**src/rtl/disp_addr_gen.sv**
```systemverilog
module disp_addr_gen #(
  parameter int COLS = 102,
  parameter int DATA_PAGES = 8,
  localparam int COL_W = $clog2(COLS),
  localparam int PAGE_W = $clog2(DATA_PAGES + 1),
  localparam int ADDR_W = $clog2((DATA_PAGES + 1) * COLS)
) (
  input  logic              clk,
  input  logic              rst_n,
  input  logic              page_ld,
  input  logic [PAGE_W-1:0] page_val,
  input  logic              col_ld,
  input  logic [COL_W-1:0]  col_val,
  input  logic              mirror_ld,
  input  logic              mirror_val,
  input  logic              acc,
  input  logic              acc_wr,
  input  logic [7:0]        host_wdata,
  output logic [ADDR_W-1:0] ram_addr,
  output logic              ram_we,
  output logic [7:0]        ram_wdata,
  output logic [PAGE_W-1:0] cur_page,
  output logic [COL_W-1:0]  cur_col,
  output logic [COL_W-1:0]  cur_seg
);

  localparam logic [COL_W-1:0]  LAST_COL  = COL_W'(COLS - 1);
  localparam logic [PAGE_W-1:0] LAST_DATA = PAGE_W'(DATA_PAGES - 1);
  localparam logic [PAGE_W-1:0] IND_PAGE  = PAGE_W'(DATA_PAGES);

  logic [PAGE_W-1:0] page_q;
  logic [COL_W-1:0]  col_q;
  logic              mirror_q;

  always_ff @(posedge clk) begin
    if (!rst_n) begin
      page_q   <= '0;
      col_q    <= '0;
      mirror_q <= 1'b0;
    end else begin
      if (acc) begin
        if (col_q == LAST_COL) begin
          col_q <= '0;
          if (page_q == LAST_DATA)
            page_q <= '0;
          else if (page_q < LAST_DATA)
            page_q <= page_q + 1'b1;
        end else begin
          col_q <= col_q + 1'b1;
        end
      end
      if (page_ld && page_val <= IND_PAGE)
        page_q <= page_val;
      if (col_ld && col_val <= LAST_COL)
        col_q <= col_val;
      if (mirror_ld)
        mirror_q <= mirror_val;
    end
  end

  assign ram_addr  = ADDR_W'(page_q) * ADDR_W'(COLS) + ADDR_W'(col_q);
  assign ram_we    = acc & acc_wr;
  assign ram_wdata = host_wdata;
  assign cur_page  = page_q;
  assign cur_col   = col_q;
  assign cur_seg   = mirror_q ? (LAST_COL - col_q) : col_q;

endmodule

```
**config.mk**
```make
export PLATFORM = sky130hd
export DESIGN_NAME = disp_addr_gen
export DESIGN_NICKNAME = d
export VERILOG_FILES = /design/src/rtl/disp_addr_gen.sv
export SDC_FILE = /design/constraint.sdc
export NUM_CORES = 1
export LEC_CHECK = 0
export ABC_AREA = 1
export BUFFER_PORTS_ARGS = -buffer_cell sky130_fd_sc_hd__clkbuf_2
export CAP_MARGIN = 20
export CORE_ASPECT_RATIO = 0.75
export CORE_MARGIN = 2
export CORE_UTILIZATION = 36
export DETAILED_ROUTE_END_ITERATION = 12
export GPL_TIMING_DRIVEN = 0
export SYNTH_ARGS = -nofsm -noshare
export SYNTH_HDL_FRONTEND = slang
export SYNTH_SLANG_ARGS = --single-unit
```
**constraint.sdc**
```tcl
create_clock -name clk -period 3.2 [get_ports clk]
set_input_delay 0.16 -clock clk [delete_from_list [all_inputs] [get_ports clk]]
set_output_delay 0.16 -clock clk [all_outputs]
set_load 0.05 [all_outputs]
```
Yosys cells after proc, flatten, opt, wreduce, memory -nomap -nowiden
Index checks and enable logic that the tools add are counted.

Output and inout port bits: 37. Logic and storage cells: 30. Input bits: 27. Register bits: 12.

$lt $le $gt $ge: 3. Bitwise logic cells: 1. Eq/ne operators: 2. Reduce and logical (&&, ||, !) cells: 7. Add/subtract/negate cells: 4. Multiplexer cells: 9. Multipliers: 1.

Operators with widths (count): 7-bit 2-to-1 mux (4); 4-bit 2-to-1 mux (5); 10-bit by 7-bit adder with 10-bit output (1); 4-bit by 6-bit multiplier with 9-bit output (second input constant) (1); 7-bit by 1-bit adder with 7-bit output (second input constant) (1); 7-bit == test (second input constant) (1); 7-bit <= comparator (second input constant) (1); 7-bit subtractor (first input constant) (1); 2-bit nonzero test (3); 4-bit by 1-bit adder with 4-bit output (second input constant) (1); 4-bit by 3-bit == test with 1-bit output (second input constant) (1); 4-bit <= comparator (second input constant) (1); 4-bit by 3-bit less-than comparator with 1-bit output (second input constant) (1); 3-bit AND reduction (1); 3-bit nonzero test (1); 1-bit logical AND (2); 1-bit AND (1).

Longest topological paths before layout
Depth in word-level cells: 6. Mapped depth: 16. Depth with buffers taken out: 16.

Worst setup path after synthesis
OpenSTA, ideal clock, no wires.

Kind: register -> output. From: register page_q[2], in the netlist cur_page[2]. To: output port ram_addr[7]. Cell stages (with the launch flop): 14. Arrival time: 3.445 ns. Setup slack: -0.405 ns. Buffers on the path: 0. Cells stage by stage: dfxtp_1 inv_1 ha_1 inv_1 ha_1 ha_1 a31o_2 xor2_1 ha_1 nand2_1 inv_1 nand4_1 nand3_1 xor2_1.

Word-level cells in the longest chain between the ends: 2.

Ends and longest elaborated chain: start, declared (RTL line 31) `logic [PAGE_W-1:0] page_q;`; start signal, assigned (RTL line 47) `page_q <= page_q + 1'b1;`; start signal, assigned (RTL line 53) `page_q <= page_val;`; 4-bit by 6-bit multiplier with 9-bit output (RTL line 61) `assign ram_addr = ADDR_W'(page_q) * ADDR_W'(COLS) + ADDR_W'(col_q);`; 10-bit by 7-bit adder with 10-bit output (RTL line 61); end, declared (RTL line 19) `output logic [ADDR_W-1:0] ram_addr,`.

No other way between the ends.

Worst setup path in the final report
From: register page_q[2], in the netlist cur_page[2]. To: output port ram_addr[9].

Same word-level chain as after synthesis.

==> flow_summary.yaml <==
yosys:
  synth.most_common_cell: "nand2_1"
  synth-compound-area-share_pct: 7.66
  yosysWarnings: 0
  synth_mux_area_share_pct: 0
  synthAdderAreaFrac_pct: 17.3
  yosys-top-cells-area: "nand2_1, ha_1, dfxtp_1"
  synth_top_family_by_area: "simple AND/OR/NAND/NOR gates"
  synth_edf_count: 0
  ys_seq_elements: 12
  synth_cells: 258
  synth_area_sq_um: 1630
  yosysTopAreaCell: "nand2_1"
  synth_commonest_cells: "nand2_1, inv_1, nand3_1"
  yosysSeqAreaShare_pct: 14.7
  ys.flop_type: "dfxtp_1"
  yosysTopAreaCellShare_pct: 17.7
  synth-xor-area-share_pct: 9.12
  synth-simple-area-share_pct: 37.3
  synth.avg_cell_area_sq_um: 6.33
  async_reset_ff_share_pct: 0
  syn_nets: 307
  synthDistinctLibCells: 28
detailed_routing:
  ant_nets: 0
  vias: 1751
  drt-total-wl_mm: 4.05
  drc_errors: 0
  firstDrtPassIters: 4
  drt-wirelength-per-cell_microns: 10.8
  first_iter_violations: 69
  via_per_inst: 4.67
clocking:
  cts_buffers: 3
  clkTransAtPathRegs_ns: 0.06
  ctsHtreeMaxLevel: 1
  cts.sinks: 12
  clock_latency_ns: 0.24
  root_buffer: "clkbuf_8"
  cts_tree: "built"
  clock_path_buffers: 2
worst_setup_path:
  r2r_setup_slack_ns: 1.58
  cp.arrival_ns: 2.83
  cp-end-kind: "output pin"
  setup.worst_path.class: "reg -> out"
  reg2regPathDepth: 10
  r2r-start: "cur_col[1]"
  cp_max_fo: 3
  worst_r2r_endpoint: "cur_page[0]"
  critPathRequiredTime_ns: 3.04
  start_kind: "flop"
global_routing:
  grt_overflow: 0
  antenna_found_initial: 0
  track_usage_pct: 15.9
  grt_max_degree: 12
  grt_pass1_vias: 1519
  grt_pass1_wl_mm: 6.60
placement:
  io_buffers: 54
  gp_congestion: 0.828
  hpwl_mm: 3.26
  dp_cells: 369
floorplanning:
  fp.dieW_microns: 81.8
  start_util_pct: 37.0
  die_h_microns: 62.3
  dieArea_sq_um: 5100
  core_sq_um: 4410
  ios: 64
  rows: 21
status:
  outcome: "finished clean"
final_layout:
  fillers: 465
  stdcell_count: 375
  nets: 368
  n_antenna_cell: 0
  area_growth_pct: 30.6
  drive_gt1_share_pct: 31.4
sta:
  fin_skew_ns: 0.00266
  min_period_ns: 2.99
  max_freq_ghz: 0.334
  hold_viol: 0
  worstMarginPinSlew_ns: 0.466
  setup_viol: 0
  hold_slack_ns: 0.110
  slew_headroom_pct: 68.9
  fin_crit_sh_pct: 93.5
  maxSlewViolCount: 0
power_and_ir_drop:
  p_leak_nw: 1.24
  vdd_drop_max_mv: 0.262
  p_per_area_nw_per_um2: 399
min_path:
  min-delay-start: "mirror_ld"
  min_path_type: "in -> reg"
  holdPathEnd: "mirror_q"
  hold_path_depth: 2
job:
  drv_cap: 0
-- per-layer routing --
metal  GRT usage [%]  share of wire [%]  vias up
met3            3.20                5.8        2
met1            23.6                 52      765
li1                -                  -      932
met5               0                  0        -
met2            24.7                 42       52
met4            1.25               0.17        0
-- critical path: stages, from the launching register on --
cell and delay (ns):
dfxtp_4 0.34, inv_1 0.05, ha_2 0.21, ha_4 0.15, or2_2 0.30, ha_1 0.33
xor2_1 0.17, ha_1 0.31, nand2_1 0.07, inv_1 0.07, nand4_1 0.09, nand3_2 0.13
nand3_1 0.09, nand2_1 0.06, nand2_1 0.05, clkbuf_8 0.17
-- worst max path at each step --
stage,startpoint,endpoint,slack [ns],cells past startpoint
floorplan,cur_page[2],ram_addr[7],0.02,13
global placement,cur_page[2],ram_addr[9],0.13,15
detailed placement,cur_page[2],ram_addr[9],0.13,16
CTS,cur_page[2],ram_addr[8],0.002,16
global route,cur_page[2],ram_addr[9],-0.0006,16
finish,cur_page[2],ram_addr[9],0.21,15
-- stage by stage --
| step | utilization (%) | setup TNS, ns | setup slack, ns | instance area [sq um] | power (mW) |
|---|---|---|---|---|---|
| 5_1_grt | 48.3 | -0.000623 | -0.000623 | 2130 | 0.908 |
| 2_1_floorplan | - | 0 | 0.0218 | 1650 | 0.565 |
| 3_5_place_dp | 45.1 | 0 | 0.127 | 1990 | 0.665 |
| 4_1_cts | 47.0 | 0 | 0.00236 | 2070 | 0.845 |
| 6_report | 48.3 | 0 | 0.208 | 2130 | 0.851 |
| 3_3_place_gp | 45.1 | 0 | 0.132 | 1990 | 0.662 |
-- registers in the layout, indices dropped and copies added (netlist names) --
name      flops
mirror_q      1
cur_page      4
cur_col       7
-- report_power, final --
part / switching [mW] / leakage (nW) / internal (mW)
sequential: 0.0240 / 0.100 / 0.161
combinational: 0.353 / 1.11 / 0.148
clock: 0.0568 / 0.0288 / 0.109
total: 0.433 / 1.24 / 0.418
-- layout by cell type, fill, tap and decap left out, drive strengths merged --
cell type	count
nand3	25
a21o	1
xnor2	4
a31o	1
fa	1
xor2	13
a31oi	2
ha	21
nand3b	1
o21ai	8
buf	15
nand4	6
a21boi	1
nand2	81
dfxtp	12
clkbuf	58
inv	36
or2	1
nor2	22
a21oi	9
-- logic make-up (layout without fill, tap and decap cells) --
group	Yosys count	in the layout
AO/OA/AOI/OAI	22	22
XOR/XNOR	17	17
adder cells (fa/ha/maj)	22	22
buffers and inverters	49	109
flip-flops	12	12
AND/OR/NAND/NOR	136	136
-- layout make-up --
cell class,instances,area [sq um],area share (%)
Tap cell,57,71.3,3.35
Sequential cell,12,246,11.6
Inverter,36,135,6.34
Clock buffer,4,55.1,2.58
Multi-Input combinational cell,197,1230,57.9
Buffer,13,91.3,4.28
Timing Repair Buffer,56,299,14.0
-- timing repair --
action / CTS / global route
endpoints found under the setup margin: 3 / 4
setup buffers: 1 / 1
hold buffers: 0 / 0
pin swaps: 1 / 3
gates resized for setup: 5 / 10
Power figures use the tool's default switching activity.
